<file path="config.mk">
export PLATFORM = sky130hd
export DESIGN_NAME = multimode_timer
export DESIGN_NICKNAME = d
export VERILOG_FILES = /design/src/rtl/tmr_pkg.sv /design/src/rtl/tmr_prescale.sv /design/src/rtl/tmr_step.sv /design/src/rtl/multimode_timer.sv
export SDC_FILE = /design/constraint.sdc
export NUM_CORES = 1
export LEC_CHECK = 0
export CORE_MARGIN = 2
export CORE_UTILIZATION = 58
export DETAILED_ROUTE_END_ITERATION = 10
export HOLD_SLACK_MARGIN = 0.08
export PLACE_DENSITY = 0.86
export SLEW_MARGIN = 20
export SYNTH_ARGS = -nofsm -noshare
export SYNTH_HDL_FRONTEND = slang
export SYNTH_SLANG_ARGS = --single-unit
</file>
<file path="constraint.sdc">
create_clock -name clk -period 1.6 [get_ports clk]
set_input_delay 0.32 -clock clk [delete_from_list [all_inputs] [get_ports clk]]
set_output_delay 0.32 -clock clk [all_outputs]
set_load 0.02 [all_outputs]
</file>
<file path="src/rtl/tmr_pkg.sv">
package tmr_pkg;
  typedef enum logic [1:0] {
    MODE_HALT  = 2'b00,
    MODE_UP    = 2'b01,
    MODE_FREE  = 2'b10,
    MODE_SWING = 2'b11
  } tmr_mode_e;

  function automatic logic uses_period(tmr_mode_e m);
    return (m == MODE_UP) || (m == MODE_SWING);
  endfunction
endpackage

</file>
<file path="src/rtl/tmr_prescale.sv">
module tmr_prescale #(
  parameter int SEL_W = 2
) (
  input  logic             clk,
  input  logic             rst_n,
  input  logic             run,
  input  logic             tick_en,
  input  logic             clr,
  input  logic [SEL_W-1:0] div_sel,
  output logic             adv
);
  localparam int PW = (1 << SEL_W) - 1;

  logic [PW-1:0] phase_q, phase_d, term;
  logic          at_term;

  always_comb begin
    for (int i = 0; i < PW; i++) term[i] = (i < int'(div_sel));
  end

  assign at_term = (phase_q >= term);

  always_comb begin
    phase_d = phase_q;
    if (clr)                 phase_d = '0;
    else if (run && tick_en) phase_d = at_term ? '0 : phase_q + PW'(1);
  end

  assign adv = run && tick_en && !clr && at_term;

  always_ff @(posedge clk or negedge rst_n) begin
    if (!rst_n) phase_q <= '0;
    else        phase_q <= phase_d;
  end
endmodule

</file>
<file path="src/rtl/tmr_step.sv">
module tmr_step
  import tmr_pkg::*;
#(
  parameter int W = 16
) (
  input  tmr_mode_e      mode,
  input  logic [W-1:0]   cur,
  input  logic           cur_down,
  input  logic [W-1:0]   period,
  output logic [W-1:0]   nxt,
  output logic           nxt_down
);
  always_comb begin
    nxt      = cur;
    nxt_down = cur_down;
    unique case (mode)
      MODE_UP: begin
        nxt      = (cur >= period) ? '0 : cur + W'(1);
        nxt_down = 1'b0;
      end
      MODE_FREE: begin
        nxt      = cur + W'(1);
        nxt_down = 1'b0;
      end
      MODE_SWING: begin
        if (!cur_down) begin
          if (cur >= period) begin
            nxt      = cur - W'(1);
            nxt_down = 1'b1;
          end else begin
            nxt      = cur + W'(1);
            nxt_down = 1'b0;
          end
        end else begin
          if (cur == '0) begin
            nxt      = W'(1);
            nxt_down = 1'b0;
          end else begin
            nxt      = cur - W'(1);
            nxt_down = 1'b1;
          end
        end
      end
      default: begin
        nxt      = cur;
        nxt_down = cur_down;
      end
    endcase
  end
endmodule

</file>
<file path="src/rtl/multimode_timer.sv">
module multimode_timer
  import tmr_pkg::*;
#(
  parameter int W     = 16,
  parameter int SEL_W = 2
) (
  input  logic             clk,
  input  logic             rst_n,
  input  logic             tick_en,
  input  logic [1:0]       mode_sel,
  input  logic [SEL_W-1:0] div_sel,
  input  logic             clr,
  input  logic [W-1:0]     period,
  input  logic             cnt_load,
  input  logic [W-1:0]     cnt_wdata,
  output logic [W-1:0]     count,
  output logic             dir_down,
  output logic             hit_pulse,
  output logic             zero_pulse
);
  logic [1:0]   rst_sync;
  logic         rst_s_n;
  tmr_mode_e    mode;
  logic         run, adv;
  logic [W-1:0] cnt_q, cnt_d, step_cnt;
  logic         down_q, down_d, step_down;
  logic         hit_q, hit_d, zero_q, zero_d;

  always_ff @(posedge clk or negedge rst_n) begin
    if (!rst_n) rst_sync <= 2'b00;
    else        rst_sync <= {rst_sync[0], 1'b1};
  end
  assign rst_s_n = rst_sync[1];

  assign mode = tmr_mode_e'(mode_sel);
  assign run  = (mode != MODE_HALT) && !(uses_period(mode) && (period == '0));

  tmr_prescale #(.SEL_W(SEL_W)) u_pre (
    .clk     (clk),
    .rst_n   (rst_s_n),
    .run     (run),
    .tick_en (tick_en),
    .clr     (clr),
    .div_sel (div_sel),
    .adv     (adv)
  );

  tmr_step #(.W(W)) u_step (
    .mode     (mode),
    .cur      (cnt_q),
    .cur_down (down_q),
    .period   (period),
    .nxt      (step_cnt),
    .nxt_down (step_down)
  );

  always_comb begin
    cnt_d  = cnt_q;
    down_d = down_q;
    hit_d  = 1'b0;
    zero_d = 1'b0;
    if (clr) begin
      cnt_d  = '0;
      down_d = 1'b0;
    end else if (cnt_load) begin
      cnt_d  = cnt_wdata;
    end else if (adv) begin
      cnt_d  = step_cnt;
      down_d = step_down;
      hit_d  = uses_period(mode) && (step_cnt == period);
      zero_d = (step_cnt == '0);
    end
  end

  always_ff @(posedge clk or negedge rst_s_n) begin
    if (!rst_s_n) begin
      cnt_q  <= '0;
      down_q <= 1'b0;
      hit_q  <= 1'b0;
      zero_q <= 1'b0;
    end else begin
      cnt_q  <= cnt_d;
      down_q <= down_d;
      hit_q  <= hit_d;
      zero_q <= zero_d;
    end
  end

  assign count      = cnt_q;
  assign dir_down   = down_q;
  assign hit_pulse  = hit_q;
  assign zero_pulse = zero_q;
endmodule

</file>
==> flow_summary.ini, run 1 <==
[placement]
gp_congestion = 1.13
hpwlAfterDp_um = 12800
portBuffers = 59

[yosys]
async_flop_share_pct = 100
synth_area_leaders = dfrtp_1 (19%), ha_1 (11%), nor2_1 (6.6%)
synth_top_area_share_pct = 18.9
yosys.cell_count.top_type = nor2_1
synth_area_um2 = 3180
post_synth_inst_count = 423
avgSynthCellArea_um2 = 7.51
yosysUniqueCellTypes = 64
syn_nets = 491
synth_ff_type = dfrtp_1
synth_edf_count = 0
synth_area_leader_cell = dfrtp_1
synth_seq_cells = 24
yosys_warnings = 0
yosysSeqAreaShare_pct = 18.9
synth_common_cells = nor2_1 (56), nand2_1 (33), inv_1 (28)

[outcome]
firstError = [ERROR DPL-0038] Utilization greater than 100%, impossible to legalize
lastStage = clock tree synthesis
status = aborted with a tool error

[cts]
cts-root-buf = clkbuf_8
htree_levels = 1
post_cts_resized = 177
ctsHoldBuffers = 0
numCtsBuffers = 3
cts_buffer_depth = 2
postCtsSetupRepairBufs = 22
clock_sinks = 24

[die]
die_h_um = 78.0
die_x_um = 78.0
initial_core_util_pct = 61.1
io_pins = 60
row_count = 26
cell families after synthesis:
family                     after synthesis  share of synthesized area [%]
xor gates and xnor gates                17                           4.68
buffers and inverters                   51                           6.57
muxes                                   21                           7.17
and+or+nand+nor                        183                           29.1
DFF                                     24                           18.9
adders and majority gates               27                           10.6
AOI/OAI and AO/OA                       99                           22.8
other                                    1                          0.118
metrics by stage:
step / std cells / TNS [ns] / cell area, µm² / setup WS (ns) / util, %
detailed placement: 667 / -45.62 / 4890 / -2.52 / 93.9
global placement: 667 / -40.53 / 4890 / -2.24 / 93.9
floorplan: 423 / -27.43 / 3270 / -1.72 / -
==> inputs of run 2 (changes only) <==
--- a/config.mk
+++ b/config.mk
@@ -6,10 +6,9 @@
 export NUM_CORES = 1
 export LEC_CHECK = 0
 export CORE_MARGIN = 2
-export CORE_UTILIZATION = 58
+export CORE_UTILIZATION = 40
 export DETAILED_ROUTE_END_ITERATION = 10
-export HOLD_SLACK_MARGIN = 0.08
-export PLACE_DENSITY = 0.86
+export PLACE_DENSITY_LB_ADDON = 0.15
 export SLEW_MARGIN = 20
 export SYNTH_ARGS = -nofsm -noshare
 export SYNTH_HDL_FRONTEND = slang
==> run 2 against run 1 <==
Net effect: the flow now finishes, with violations (setup timing); area after synthesis unchanged; synthesized cell count unchanged.
==> flow_summary.ini, run 2 <==
[worst_setup_path]
rr_endpoint = hit_pulse
cp.required_ns = 1.78
r2r_cells = 12
critPathKind = flip-flop to flip-flop
r2r-start = count[1]
arrival_ns = 3.79
crit_fanout = 10
endpoint_kind = flip-flop
path_cells = ha_4 > nor2b_4 > o211a_1 > o311a_4 > or4b_4 > buf_4 > or3_1 > a31oi_2 > a211oi_4 > xnor2_1 > nand3_1 > nor4_2
slowest_stage = or4b_4
r2r_slack_ns = -2.01
cpPeakStageDelay_ns = 0.57
start_kind = flip-flop

[finish]
layout_common_cells = buf_4 (136), nor2_1 (51), nand2_1 (31)
final_common_cell = buf_4
post_route_cells_drive_above_1_share_pct = 44.8
antennaDiodeCount = 0
fillCellCount = 604
finalNetCount = 694
largest_reg_flops = 16
area_growth_pct = 80.6

[yosys]
yosys_warnings = 0
synth_common_cells = nor2_1 (56), nand2_1 (33), inv_1 (28)
synth_edf_count = 0
synth_seq_cells = 24
yosysSeqAreaShare_pct = 18.9
async_flop_share_pct = 100
synth_area_leader_cell = dfrtp_1
synth_top_area_share_pct = 18.9
syn_nets = 491
avgSynthCellArea_um2 = 7.51
synth_area_um2 = 3180
synth_ff_type = dfrtp_1
yosysUniqueCellTypes = 64
synth_area_leaders = dfrtp_1 (19%), ha_1 (11%), nor2_1 (6.6%)
post_synth_inst_count = 423
yosys.cell_count.top_type = nor2_1

[timing]
whs_ns = 0.0556
finalSetupViolations = 23
fin_crit_sh_pct = 226
report.final.hold_viol_count = 0
slew_headroom_pct = 31.2
timing.final.ws_setup_ns = -2.01
final_max_slew_viol_count = 0
rsz0062_at_grt = yes
max_freq_ghz = 0.277
skew_ns = 0.00178
min_period_ns = 3.61
tightest_slew_ns = 1.03

[pwr]
total_power_uw = 2690
p_leak_uw = 0.00256
power_density_nw_per_um2 = 468
peakVddDrop_mv = 0.514

[die]
dieArea_um2 = 8670
initial_core_util_pct = 41.1
row_count = 32
die_h_um = 93.1
io_pins = 60
die_x_um = 93.1
coreArea_um2 = 7730

[routing]
drt_wl_total_um = 14500
dr.pass1.iters = 5
wl_per_cell_um = 20.0
vias_per_cell = 5.86
drc_errors = 0
dr_total_vias = 4257
drt_iter0_markers = 235
antenna_left = 0

[min_path]
hold_path.class = flip-flop to asynchronous set/reset pin

[placement]
hpwlAfterDp_um = 10900
gp_congestion = 0.995
portBuffers = 59

[cts]
cts_tree = done
cts-root-buf = clkbuf_8
clock_sinks = 24
numCtsBuffers = 3
insertion_delay_ns = 0.27
cts_buffer_depth = 2
path_clk_slew_ns = 0.09
htree_levels = 1
ctsHoldBuffers = 0

[grt]
grt_max_degree = 29
grt_pass1_vias = 4307
grtUsageTotal_pct = 33.3
grt_pass1_wl_um = 22200
antenna_found_initial = 0
grt.overflow.total = 0

[outcome]
violations = setup timing
status = finished, violations left

[flow_run]
maxCapViolCount = 0
## run 2: cell counts after synthesis
Identical to the previous run, type by type.
## run 2: timing repair
action                                 4_1_cts  5_1_grt
gates cloned                                 1        0
gates resized for setup                    117       56
setup buffers                               16       10
endpoints found under the hold margin        0        0
pin swaps                                   43       35
setup endpoints to repair                   40       27
## run 2: worst max path at each step
stage          startpoint    endpoint  slack [ns]  depth (start not counted)
6_report         count[1]   hit_pulse       -2.01                         12
5_1_grt         count[14]   hit_pulse       -2.10                         14
4_1_cts          count[1]   hit_pulse       -1.94                         11
3_5_place_dp    period[2]   hit_pulse       -2.39                         14
3_3_place_gp    period[2]  zero_pulse       -2.39                         13
2_1_floorplan    count[1]   hit_pulse       -1.72                         13
## run 2: critical path, delay by kind of cell, from the launching register on
kind,cells,cell delay [ns]
buffers and inverters,1,0.22
adder cells (fa/ha/maj),1,0.24
AO/OA/AOI/OAI,4,0.93
AND/OR/NAND/NOR,5,1.44
flip-flops,1,0.44
XOR/XNOR,1,0.26
## run 2: cell families (layout without fill, tap and decap cells)
family                     Yosys count  in the layout  share of synthesized area (%)
AOI/OAI and AO/OA                   99             99                           22.8
xor gates and xnor gates            17             17                           4.68
adders and majority gates           27             27                           10.6
buffers and inverters               51            252                           6.57
DFF                                 24             24                           18.9
muxes                               21             21                           7.17
other                                1              1                          0.118
and+or+nand+nor                    183            184                           29.1
## run 2: final cells by class
type                    instances  area [µm²]  area share (%)
inverters                      28         108            1.87
clock buffers                   4        55.1           0.959
repair buffers                220        1880            32.7
well taps                     102         128            2.22
flip-flops and latches         24         607            10.6
multi-input cells             349        2970            51.7
## run 2: metrics by stage
stage	cell area, µm²	utilization (%)	instances	setup slack [ns]	setup TNS (ns)
6_report	5740	74.3	727	-2.01	-32.29
3_3_place_gp	4980	64.5	705	-2.39	-42.61
5_1_grt	5740	74.3	727	-2.10	-34.72
3_5_place_dp	4980	64.5	705	-2.39	-43.59
4_1_cts	5480	70.9	720	-1.94	-32.84
2_1_floorplan	3270	-	423	-1.72	-27.43
## run 2: report_power, final
part / internal (µW) / switching [µW] / total [µW]
clock: 220 / 203 / 423
combinational: 788 / 810 / 1600
sequential: 638 / 26.9 / 665
total: 1650 / 1040 / 2690
## run 2: metal layers
metal | vias up | global-route usage, % | part of all wire (%)
li1 | 1975 | - | -
met1 | 2038 | 44.3 | 43
met2 | 195 | 55.9 | 47
met3 | 49 | 3.14 | 6.0
met4 | 0 | 13.0 | 3.5
met5 | - | 0 | 0
(Power assumes the default switching activity.)
==> inputs of run 3 (changes only) <==
--- a/config.mk
+++ b/config.mk
@@ -9,7 +9,8 @@
 export CORE_UTILIZATION = 40
 export DETAILED_ROUTE_END_ITERATION = 10
 export PLACE_DENSITY_LB_ADDON = 0.15
-export SLEW_MARGIN = 20
+export SLEW_MARGIN = 5
 export SYNTH_ARGS = -nofsm -noshare
 export SYNTH_HDL_FRONTEND = slang
 export SYNTH_SLANG_ARGS = --single-unit
+export TNS_END_PERCENT = 10
==> run 3 against run 2 <==
Net effect: the flow still finishes with violations (setup timing); power fell by 4.8%; setup slack improved by 0.069 ns; routed wire length shrank 1.7%; clock skew up 0.0058 ns; global-route usage shrank 0.78 points; clock power shrank 7.3%; sequential cell count unchanged; core utilization shrank 3.0 points; final cell count down 0.83%; non-clock buffer count is 6 lower; critical endpoint unchanged; largest power group unchanged; highest routed layer unchanged.
==> flow_summary.ini, run 3 (synthesis gave the netlist of run 2 again) <==
[routing]
drt_iter0_markers = 246
met1_length_um = 6020
drt_wl_total_um = 14300
vias_per_cell = 5.82
dr.pass1.iters = 5
antenna_left = 0
wl_per_cell_um = 19.8
dr_total_vias = 4194
drc_errors = 0
routed.top_layer = met4
route.met2.wl_um = 6750
dr_wl_met3_um = 909

[die]
dieArea_um2 = 8670
die_x_um = 93.1
row_count = 32
io_pins = 60
die_h_um = 93.1
coreArea_um2 = 7730
initial_core_util_pct = 41.1

[cts]
insertion_delay_ns = 0.28
ctsHoldBuffers = 0
cts_tree = done
path_clk_slew_ns = 0.09
cts-root-buf = clkbuf_8
numCtsBuffers = 3
clock_sinks = 24
cts_buffer_depth = 2
htree_levels = 1

[worst_setup_path]
crit_start = count[1]
cp.required_ns = 1.79
r2r_slack_ns = -1.94
slowest_stage = or4b_4
endpoint_kind = flip-flop
cpPeakStageDelay_ns = 0.62
start_kind = flip-flop
arrival_ns = 3.73
crit_fanout = 7
path_cells = ha_4 > nor2b_4 > o211a_1 > o311a_4 > or4b_4 > buf_6 > mux2i_1 > nand4b_1 > xnor2_2 > a2111oi_4 > nand4_1 > nor4_2
critPathKind = flip-flop to flip-flop
r2r_cells = 12
rr_endpoint = hit_pulse
cp_num_buf_inv = 1
cp_top_family = simple AND/OR/NAND/NOR gates
r2r-start = count[1]

[grt]
antenna_found_initial = 0
grt_pass1_wl_um = 21500
grtUsageTotal_pct = 32.5
grt_max_degree = 29
grt_pass1_vias = 4051
grt.overflow.total = 0

[min_path]
hold_path.class = primary input to asynchronous set/reset pin

[outcome]
violations = setup timing
status = finished, violations left

[finish]
fin_cells = 721
largest_reg_flops = 16
fillCellCount = 639
seq_area_um2 = 603
multiInputGateArea_um2 = 2850
final_common_cell = buf_4
layout_common_cells = buf_4 (149), nor2_1 (56), nand2_1 (31)
area_growth_pct = 73.4
post_route_cells_drive_above_1_share_pct = 40.7
antennaDiodeCount = 0
finalNetCount = 688

[pwr]
peakVddDrop_mv = 0.632
p_leak_uw = 0.00253
sw_frac_of_total_pct = 39.4
p_clk_share_pct = 15.3
seqPwrFrac_pct = 26.0
p_sw_uw = 1010
power_density_nw_per_um2 = 464
p_comb_share_pct = 58.7
p_int_uw = 1550

[timing]
slew_headroom_pct = 59.1
skew_ns = 0.00761
whs_ns = 0.202
report.final.hold_viol_count = 0
final_max_slew_viol_count = 0
max_freq_ghz = 0.283
tightest_slew_ns = 0.606
min_period_ns = 3.54
finalSetupViolations = 22
fin_crit_sh_pct = 221
timing.final.ws_setup_ns = -1.94
rsz0062_at_grt = yes

[placement]
portBuffers = 59
dp.cells = 707
hpwlAfterDp_um = 11100
gp_congestion = 0.942
pre_cts_ws_ns = -2.39

[flow_run]
maxCapViolCount = 0
## run 3: cell count changes in the layout (fill, tap and decap cells not counted), sizes merged
cell | previous run | this run
buf | 162 | 155
dlygate4sd2 | 21 | 15
dlymetal6s2s | 5 | 10
clkdlybuf4s50 | 27 | 29
## run 3: per-layer routing
layer / GRT usage (%) / vias to the layer above
li1: - / 1960
met1: 43.4 / 2009
met2: 52.9 / 185
met3: 4.43 / 40
met4: 13.7 / 0
met5: 0 / -
## run 3: area by class of cell
cell class | count | area share [%]
clock buffer | 4 | 0.817
tap | 102 | 2.32
sequential | 24 | 10.9
inverter | 28 | 1.95
timing repair buffer | 214 | 32.2
multi-input combinational | 349 | 51.7
## run 3: repair_timing
action | in CTS | in global routing
cloned | 1 | 0
setup buffers | 6 | 3
gates resized for setup | 58 | 69
pin swaps | 19 | 26
setup endpoints to repair | 39 | 28
## run 3: worst max path at each step
stage,end,slack [ns],cells after the start
finish,hit_pulse,-1.94,12
global route,hit_pulse,-2.06,15
CTS,hit_pulse,-1.97,11
detailed placement,hit_pulse,-2.39,15
global placement,count[2],-2.34,16
floorplan,hit_pulse,-1.73,13
## run 3: per-stage QoR
step / power, µW / instance area [µm²] / util, % / TNS, ns
after CTS: 2430 / 5220 / 67.5 / -34.39
after global routing: 2690 / 5510 / 71.3 / -35.96
after global placement: 1960 / 4960 / 64.2 / -43.38
final: 2560 / 5510 / 71.3 / -33.92
after detailed placement: 1970 / 4960 / 64.2 / -44.26
after floorplan: 1290 / 3240 / - / -27.92
## run 3: worst reg2reg max path, cell delays in order (launching register included)
cell and delay, ns:
dfrtp_2 0.45, ha_4 0.25, nor2b_4 0.12, o211a_1 0.21
o311a_4 0.31, or4b_4 0.62, buf_6 0.17, mux2i_1 0.11
nand4b_1 0.28, xnor2_2 0.23, a2111oi_4 0.30, nand4_1 0.15
nor4_2 0.24
## run 3: power by group through the flow
stage	logic [µW]	clock network, µW	registers (µW)
2_1_floorplan	569	0	725
3_3_place_gp	1290	0	668
3_5_place_dp	1300	0	670
4_1_cts	1370	402	660
5_1_grt	1600	415	668
6_report	1500	392	665
